--- src/rtl/opswap_pkg.sv ---
package opswap_pkg;

  typedef enum logic {
    ORDER_STRAIGHT = 1'b0,
    ORDER_CROSSED  = 1'b1
  } order_e;

  // Number of sign bits that toggle on the two ports (0..2).
  function automatic logic [1:0] sign_flips(input logic to_p1, input logic to_p2,
                                            input logic held_p1, input logic held_p2);
    return {1'b0, to_p1 ^ held_p1} + {1'b0, to_p2 ^ held_p2};
  endfunction

endpackage

--- src/rtl/opswap_rst_sync.sv ---
module opswap_rst_sync #(
  parameter int STAGES = 2
) (
  input  logic clk,
  input  logic rst_n,
  output logic rst_n_sync
);

  logic [STAGES-1:0] chain_q;

  always_ff @(posedge clk or negedge rst_n) begin
    if (!rst_n) chain_q <= '0;
    else        chain_q <= {chain_q[STAGES-2:0], 1'b1};
  end

  assign rst_n_sync = chain_q[STAGES-1];

endmodule

--- src/rtl/opswap_estimator.sv ---
module opswap_estimator
  import opswap_pkg::*;
#(
  parameter int W        = 16,
  parameter bit TIE_KEEP = 1'b1
) (
  input  logic [W-1:0] new_a,
  input  logic [W-1:0] new_b,
  input  logic [W-1:0] held_p1,
  input  logic [W-1:0] held_p2,
  input  order_e       cur_order,
  output order_e       next_order,
  output logic         tie
);

  localparam int SB = W - 1;

  logic       s_a, s_b, s_h1, s_h2;
  logic [1:0] cost_straight, cost_crossed;
  order_e     tie_order;

  assign s_a  = new_a[SB];
  assign s_b  = new_b[SB];
  assign s_h1 = held_p1[SB];
  assign s_h2 = held_p2[SB];

  assign cost_straight = sign_flips(s_a, s_b, s_h1, s_h2);
  assign cost_crossed  = sign_flips(s_b, s_a, s_h1, s_h2);

  generate
    if (TIE_KEEP) begin : g_tie_keep
      assign tie_order = cur_order;
    end else begin : g_tie_straight
      assign tie_order = ORDER_STRAIGHT;
    end
  endgenerate

  always_comb begin
    tie = (cost_crossed == cost_straight);
    if (cost_crossed < cost_straight)      next_order = ORDER_CROSSED;
    else if (cost_straight < cost_crossed) next_order = ORDER_STRAIGHT;
    else                                   next_order = tie_order;
  end

  // a strict decision never raises the flip count
  always_comb begin
    if (!tie) begin
      a_cost_r4: assert ((next_order == ORDER_CROSSED) ? (cost_crossed < cost_straight)
                                                       : (cost_straight < cost_crossed));
    end
  end

endmodule

--- src/rtl/opswap_oper_reg.sv ---
module opswap_oper_reg
  import opswap_pkg::*;
#(
  parameter int W = 16
) (
  input  logic         clk,
  input  logic         rst_n,
  input  logic         load,
  input  logic         tie,
  input  logic [W-1:0] new_a,
  input  logic [W-1:0] new_b,
  input  order_e       next_order,
  output logic [W-1:0] port1,
  output logic [W-1:0] port2,
  output order_e       order_q,
  output logic         stage_v
);

  logic [W-1:0] p1_q, p2_q, p1_d, p2_d;
  order_e       ord_d;
  logic         v_q;

  always_comb begin
    p1_d  = p1_q;
    p2_d  = p2_q;
    ord_d = order_q;
    if (load) begin
      ord_d = next_order;
      if (next_order == ORDER_CROSSED) begin
        p1_d = new_b;
        p2_d = new_a;
      end else begin
        p1_d = new_a;
        p2_d = new_b;
      end
    end
  end

  always_ff @(posedge clk or negedge rst_n) begin
    if (!rst_n) begin
      p1_q    <= '0;
      p2_q    <= '0;
      order_q <= ORDER_STRAIGHT;
      v_q     <= 1'b0;
    end else begin
      v_q <= load;
      if (load) begin
        p1_q    <= p1_d;
        p2_q    <= p2_d;
        order_q <= ord_d;
      end
    end
  end

  assign port1   = p1_q;
  assign port2   = p2_q;
  assign stage_v = v_q;

  p_hold_r6: assert property (@(posedge clk) disable iff (!rst_n)
    !load |=> ($stable(order_q) && $stable(p1_q) && $stable(p2_q)));

  p_tie_keep_r5: assert property (@(posedge clk) disable iff (!rst_n)
    (load && tie) |=> (order_q == $past(order_q)));

endmodule

--- src/rtl/opswap_mult_stage.sv ---
module opswap_mult_stage #(
  parameter int W = 16
) (
  input  logic           clk,
  input  logic           rst_n,
  input  logic           stage_v,
  input  logic [W-1:0]   port1,
  input  logic [W-1:0]   port2,
  output logic [2*W-1:0] product,
  output logic           prod_v
);

  localparam int PW = 2 * W;

  logic signed [PW-1:0] ext1, ext2, prod_d;
  logic        [PW-1:0] prod_q;
  logic                 v_q;

  assign ext1 = $signed({{W{port1[W-1]}}, port1});
  assign ext2 = $signed({{W{port2[W-1]}}, port2});

  always_comb begin
    prod_d = stage_v ? (ext1 * ext2) : $signed(prod_q);
  end

  always_ff @(posedge clk or negedge rst_n) begin
    if (!rst_n) begin
      prod_q <= '0;
      v_q    <= 1'b0;
    end else begin
      v_q <= stage_v;
      if (stage_v) prod_q <= prod_d;
    end
  end

  assign product = prod_q;
  assign prod_v  = v_q;

  p_prod_hold_r6: assert property (@(posedge clk) disable iff (!rst_n)
    !stage_v |=> $stable(prod_q));

endmodule

--- src/rtl/opswap_mul.sv ---
module opswap_mul
  import opswap_pkg::*;
#(
  parameter int W        = 16,
  parameter bit TIE_KEEP = 1'b1
) (
  input  logic           clk,
  input  logic           rst_n,
  input  logic           in_valid,
  input  logic [W-1:0]   in_a,
  input  logic [W-1:0]   in_b,
  output logic           out_valid,
  output logic [2*W-1:0] out_product,
  output logic           swap_state
);

  localparam int PW = 2 * W;

  logic         rst_n_i;
  logic [W-1:0] port1, port2;
  order_e       order_q, next_order;
  logic         tie, stage_v;

  opswap_rst_sync #(.STAGES(2)) u_rst (
    .clk        (clk),
    .rst_n      (rst_n),
    .rst_n_sync (rst_n_i)
  );

  opswap_estimator #(.W(W), .TIE_KEEP(TIE_KEEP)) u_est (
    .new_a      (in_a),
    .new_b      (in_b),
    .held_p1    (port1),
    .held_p2    (port2),
    .cur_order  (order_q),
    .next_order (next_order),
    .tie        (tie)
  );

  opswap_oper_reg #(.W(W)) u_regs (
    .clk        (clk),
    .rst_n      (rst_n_i),
    .load       (in_valid),
    .tie        (tie),
    .new_a      (in_a),
    .new_b      (in_b),
    .next_order (next_order),
    .port1      (port1),
    .port2      (port2),
    .order_q    (order_q),
    .stage_v    (stage_v)
  );

  opswap_mult_stage #(.W(W)) u_mult (
    .clk     (clk),
    .rst_n   (rst_n_i),
    .stage_v (stage_v),
    .port1   (port1),
    .port2   (port2),
    .product (out_product),
    .prod_v  (out_valid)
  );

  assign swap_state = (order_q == ORDER_CROSSED);

  logic signed [PW-1:0] in_ext_a, in_ext_b, in_prod;
  assign in_ext_a = $signed({{W{in_a[W-1]}}, in_a});
  assign in_ext_b = $signed({{W{in_b[W-1]}}, in_b});
  assign in_prod  = in_ext_a * in_ext_b;

  p_product_r2: assert property (@(posedge clk) disable iff (!rst_n_i)
    out_valid |-> (out_product == $past(in_prod, 2)));

  p_valid_pipe_r3: assert property (@(posedge clk) disable iff (!rst_n_i)
    stage_v |=> out_valid);

  p_valid_idle_r3: assert property (@(posedge clk) disable iff (!rst_n_i)
    !stage_v |=> !out_valid);

  p_port_pair_r2: assert property (@(posedge clk) disable iff (!rst_n_i)
    in_valid |=> ((port1 == $past(in_a) && port2 == $past(in_b)) ||
                  (port1 == $past(in_b) && port2 == $past(in_a))));

endmodule

--- config.mk ---
export PLATFORM = sky130hd
export DESIGN_NAME = opswap_mul
export DESIGN_NICKNAME = d
export VERILOG_FILES = /design/src/rtl/opswap_pkg.sv /design/src/rtl/opswap_rst_sync.sv /design/src/rtl/opswap_estimator.sv /design/src/rtl/opswap_oper_reg.sv /design/src/rtl/opswap_mult_stage.sv /design/src/rtl/opswap_mul.sv
export SDC_FILE = /design/constraint.sdc
export NUM_CORES = 1
export LEC_CHECK = 0
export BUFFER_PORTS_ARGS = -buffer_cell sky130_fd_sc_hd__buf_4
export CORE_MARGIN = 1
export CORE_UTILIZATION = 29
export DETAILED_ROUTE_END_ITERATION = 8
export GPL_TIMING_DRIVEN = 1
export HOLD_SLACK_MARGIN = 0.08
export SLEW_MARGIN = 40
export SYNTH_ARGS = -nofsm -noshare
export SYNTH_HDL_FRONTEND = slang
export SYNTH_HIERARCHICAL = 1
export SYNTH_SLANG_ARGS = --single-unit
--- constraint.sdc ---
create_clock -name clk -period 6.1 [get_ports clk]
set_clock_uncertainty 0.2 [all_clocks]
set_input_delay 0.305 -clock clk [delete_from_list [all_inputs] [get_ports clk]]
set_output_delay 0.305 -clock clk [all_outputs]
set_load 0.02 [all_outputs]
; Word level (Yosys, flattened, before mapping)
; Index checks and enable logic that the tools add are counted.
[word_totals]
output_inout_bits = 34
regBits = 69
inputBits = 35
wordCells = 20
[op_classes]
n_bitwise = 4
magnitude_cmp = 2
n_addsub = 2
multipliers = 1
muxes = 4
[ops]
columns = operator, count
row1 = $mul 16x16->32, 1
row2 = $mux 16, 2
row3 = $add 1x1->2, 2
row4 = $lt 2x2->1, 2
row5 = $xor 1x1->1, 4
row6 = $mux 1, 2

; Logic depth before layout (Yosys ltp)
[depth]
depth_word = 6
depth_mapped = 23
mapped_depth_nobuf = 21

; Modules after synthesis
; Netlist, hierarchy kept.
[by_module_without_submodules]
columns = module, seq_area_each_um2, n_inst, area_per_inst_um2, cells_each
row1 = opswap_mult_stage, 825.8, 1, 11031.8, 1165
row2 = opswap_oper_reg, 850.8, 1, 1567.8, 142
row3 = opswap_estimator, 0.0, 1, 123.9, 14
row4 = opswap_rst_sync, 50.0, 1, 53.8, 3

; Least setup slack after synthesis
; OpenSTA, ideal clock, no wires.
[synth_path]
path_type = register -> register
start = reg u_regs.p1_q[15], in the netlist u_regs/port1[15]
end = reg u_mult.prod_q[31], in the netlist u_mult/product[31]
period_less_slack_ps = 6276
path_stages_with_launch = 23
required_time_ps = 5820
setup_time_ps = 80
arrival_time_ps = 5996
setup_slack_ps = -176
path_buffers = 1
path_cell_list = dfrtp_1 > clkbuf_1 > nand2_1 > inv_1 > fa_1 > inv_1 > fa_1 > fa_1 > inv_1 > fa_1 > fa_1 > inv_1 > fa_1 > inv_1 > ha_1 > a21o_1 > a21o_1 > a21o_1 > a2111o_1 > o221ai_2 > a211oi_2 > or4_4 > o211ai_2
[synth_via]
elab_chain_len = 1
[synth_rtl]
columns = item, line_no
row1 = "start, declared", opswap_oper_reg.sv:19  ; logic [W-1:0] p1_q, p2_q, p1_d, p2_d;
row2 = "start signal, assigned", opswap_oper_reg.sv:48  ; p1_q <= p1_d;
row3 = $mul 16x16->32, opswap_mult_stage.sv:23  ; prod_d = stage_v ? (ext1 * ext2) : $signed(prod_q);
row4 = "end signal, assigned", opswap_mult_stage.sv:32  ; if (stage_v) prod_q <= prod_d;
row5 = "end, declared", opswap_mult_stage.sv:16  ; logic [PW-1:0] prod_q;
; Every way passes these cells.
; A chain may end at the register's enable or synchronous reset.

; Worst setup path in the final report
[layout_path]
start = reg u_regs.p2_q[2], in the netlist u_regs/port2[2]
end = reg u_mult.prod_q[27], in the netlist u_mult/product[27]
[layout_via]
elab_chain_len = 1
[layout_rtl]
columns = item, line_no
row1 = "start, declared", opswap_oper_reg.sv:19
row2 = "start signal, assigned", opswap_oper_reg.sv:49  ; p2_q <= p2_d;
row3 = $mul 16x16->32, opswap_mult_stage.sv:23
; Every way passes these cells.

==> results by group <==
Outcome
  – Status: completed

Logic synthesis
  – Dominant cell type by area after synthesis: fa_1
  – Mapped Nets: 1,707
  – Top post-synthesis cells by area: fa_1 (41%), dfrtp_1 (14%), inv_1 (8.5%), ha_1 (8.4%), and2_1 (6.0%)
  – Synth cell types: 52
  – Synth cell count leaders: inv_1 (289), fa_1 (262), nand2_1 (131), and2_1 (122), ha_1 (86)
  – Top-count cell post-synth: inv_1
  – Synth Area per Inst: 9.65 um^2
  – Post-synth EDFFs: 0
  – Yosys top cell area share: 41.0%
  – Cells after Synth: 1,324
  – Sequential fraction of the synthesis area: 13.5%
  – Primary FF master, synth: dfrtp_1
  – Yosys reg bits: 69
  – Synthesized area: 12,800 um^2
  – Yosys Warn Count: 6
  – Async set-reset flop share out of synthesis: 100%

STA
  – Final hold vios: 0
  – Post-route setup TNS: 0 ns
  – Final worst path period share: 99.2%
  – Count of final setup violators: 0
  – Final Worst Setup Slack: 0.0470 ns
  – Slew @ Worst Pin: 0.656 ns
  – RSZ-0062 raised after global routing: true
  – Slew margin rel.: 56.3%
  – Hold_ws: 0.0897 ns
  – Final Max Slew Viols: 0
  – Crit path time final: 6.05 ns
  – Fmax: 165 MHz

Drt
  – DR WL/cell: 14.5 um
  – 1st-pass router iterations: 5
  – Wirelength, routed: 30,200 um
  – Met1 WL: 12,100 um
  – Met2 wire length: 16,800 um
  – DRC Markers: 0
  – Met3 wire length: 770 um
  – Vias: 9,292
  – Antenna-violating nets left: 0
  – Iter 0 DRT Violations: 368
  – Highest Signal Layer: met4
  – Via/cell ratio: 4.47

Floorplan
  – Core Region: 43,300 um^2
  – Initial Utilization: 29.5%
  – Rows: 76
  – Die height: 212 um
  – # IOs: 69
  – Die Wd: 212 um
  – Die ar.: 44,900 um^2

Worst setup path
  – CP endpoint kind: flip-flop
  – Worst Path Required: 6.16 ns
  – R2r setup slk: 0.05 ns
  – Critical setup path kind: reg2reg
  – R2r endpoint: u_mult/product[27]
  – CP max FO: 5
  – Data arrival time of the worst path: 6.11 ns
  – R2r worst-path depth: 21
  – Reg-to-reg startpoint: u_regs/port2[2]
  – Worst setup SP type: flip-flop

Global route
  – GRT Util Overall: 14.2%
  – Initial antenna violation count: 0
  – Largest net degree at the start of global routing: 67
  – Vias in the first global route: 10,000
  – Total congestion overflow: 0
  – Global-route wire length before repair: 50,200 um

Clock tree
  – Htree depth: 3
  – Clk root buf: clkbuf_16
  – Clk slew on worst S/H paths: 0.07 ns
  – Skew-Pair Late Insertion Delay: 0.36 ns
  – Clk sinks: 69
  – Total CTS buffers: 9
  – TritonCTS clock tree: yes
  – Max Root-Sink Buffers: 2

Placed design
  – I/O Buffers: 68
  – Pre-CTS WS: -0.186 ns
  – DPL Wire Length: 25,600 um
  – Placer congestion estimate: 0.834

Worst hold path
  – Hold Path Class: in2async

Finish
  – Area growth, synth to finish: 21.2%
  – Share of layout cells above drive strength 1: 19.9%
  – NumNets Final: 1,872
  – Ant. Diodes: 0

Job
  – Max-Cap Viols: 0
## area by class of cell
| class | count | area [um^2] |
|---|---|---|
| fill | 4403 | 27800 |
| multi-input combinational | 916 | 10000 |
| clock inverter | 5 | 58.8 |
| inverter | 290 | 1090 |
| clock buffer | 11 | 243 |
| timing repair buffer | 203 | 1600 |
| sequential | 69 | 1760 |
| tap | 585 | 732 |
## logic make-up after synthesis
logic type / Yosys count / share of synthesized area [%]
flops: 69 / 13.5
mux: 56 / 4.62
buf+inv: 339 / 10.5
xor+xnor: 35 / 2.40
compound gates: 129 / 6.47
fa+ha+maj: 348 / 49.5
simple gates: 347 / 13.0
other cells: 1 / 0.0293
## sequential cells by signal, summed over array words and instances (netlist names)
name / count
u_regs/order_q: 1
u_rst/chain_q: 2
u_regs/port1: 16
u_mult/prod_v: 1
u_mult/product: 32
u_regs/port2: 16
u_regs/stage_v: 1
## per-layer routing
layer	track usage, %	up-vias
li1	-	4309
met1	17.2	4839
met2	26.6	116
met3	1.72	28
met4	3.47	0
met5	0	-
## what timing repair did
action	4_1_cts	5_1_grt
pin swaps	9	23
endpoints found under the hold margin	10	0
setup endpoints to repair	11	15
buffers inserted	1	14
hold buffers	16	0
resized for setup	28	55
## cell usage in the layout, fill, tap and decap left out, types with 3 or more instances in the layout
cell type and n:
a211oi_1 4, a21o_1 19, a21oi_1 49, a21oi_2 5, and2_1 118, and2_4 4
buf_4 178, buf_6 7, clkbuf_16 9, dfrtp_1 49, dfrtp_2 18, dlygate4sd3_1 16
fa_1 253, fa_2 9, ha_1 77, ha_4 9, inv_1 285, inv_2 4
mux2_2 24, mux2i_1 32, nand2_1 128, nand2_2 3, nand2b_1 6, nand3_1 5
nor2_1 65, nor3_1 6, o211ai_1 3, o21a_1 5, o21ai_0 12, o21ai_1 6
xnor2_1 23, xor2_1 12
## worst max-delay path, cell delays in order (launching register included)
cell and delay (ns):
dfrtp_2 0.46, and2_4 0.18, fa_1 0.55, inv_2 0.04, fa_1 0.49, fa_1 0.52
inv_1 0.05, fa_1 0.49, fa_1 0.52, inv_1 0.05, fa_1 0.47, inv_1 0.06
ha_4 0.22, a21o_1 0.17, a21o_1 0.18, a21o_1 0.17, a2111o_1 0.33, o221ai_4 0.20
a211oi_2 0.12, buf_4 0.16, o21a_1 0.15, o31ai_1 0.17
## how the worst max path moves through the flow
stage / to / slack [ns] / depth (start not counted) / start
final: u_mult/product[27] / 0.05 / 21 / u_regs/port2[2]
after global routing: u_mult/product[29] / -0.18 / 23 / u_regs/port2[4]
after CTS: u_mult/product[31] / 0.002 / 21 / u_regs/port2[2]
after detailed placement: u_mult/product[28] / -0.19 / 22 / u_regs/port2[7]
after global placement: u_mult/product[31] / -0.12 / 21 / u_regs/port2[1]
after floorplan: u_mult/product[30] / 0.0005 / 21 / u_regs/port1[15]
## per-stage QoR
step / utilization [%] / instances / area [um^2]
2_1_floorplan: - / 1324 / 12800
3_3_place_gp: 33.7 / 2031 / 14600
3_5_place_dp: 33.7 / 2032 / 14600
4_1_cts: 35.0 / 2065 / 15100
5_1_grt: 35.8 / 2079 / 15500
6_report: 35.8 / 2079 / 15500
Power is not shown: default switching activity piles up to over one toggle a cycle in this logic, so the estimate is an artifact.
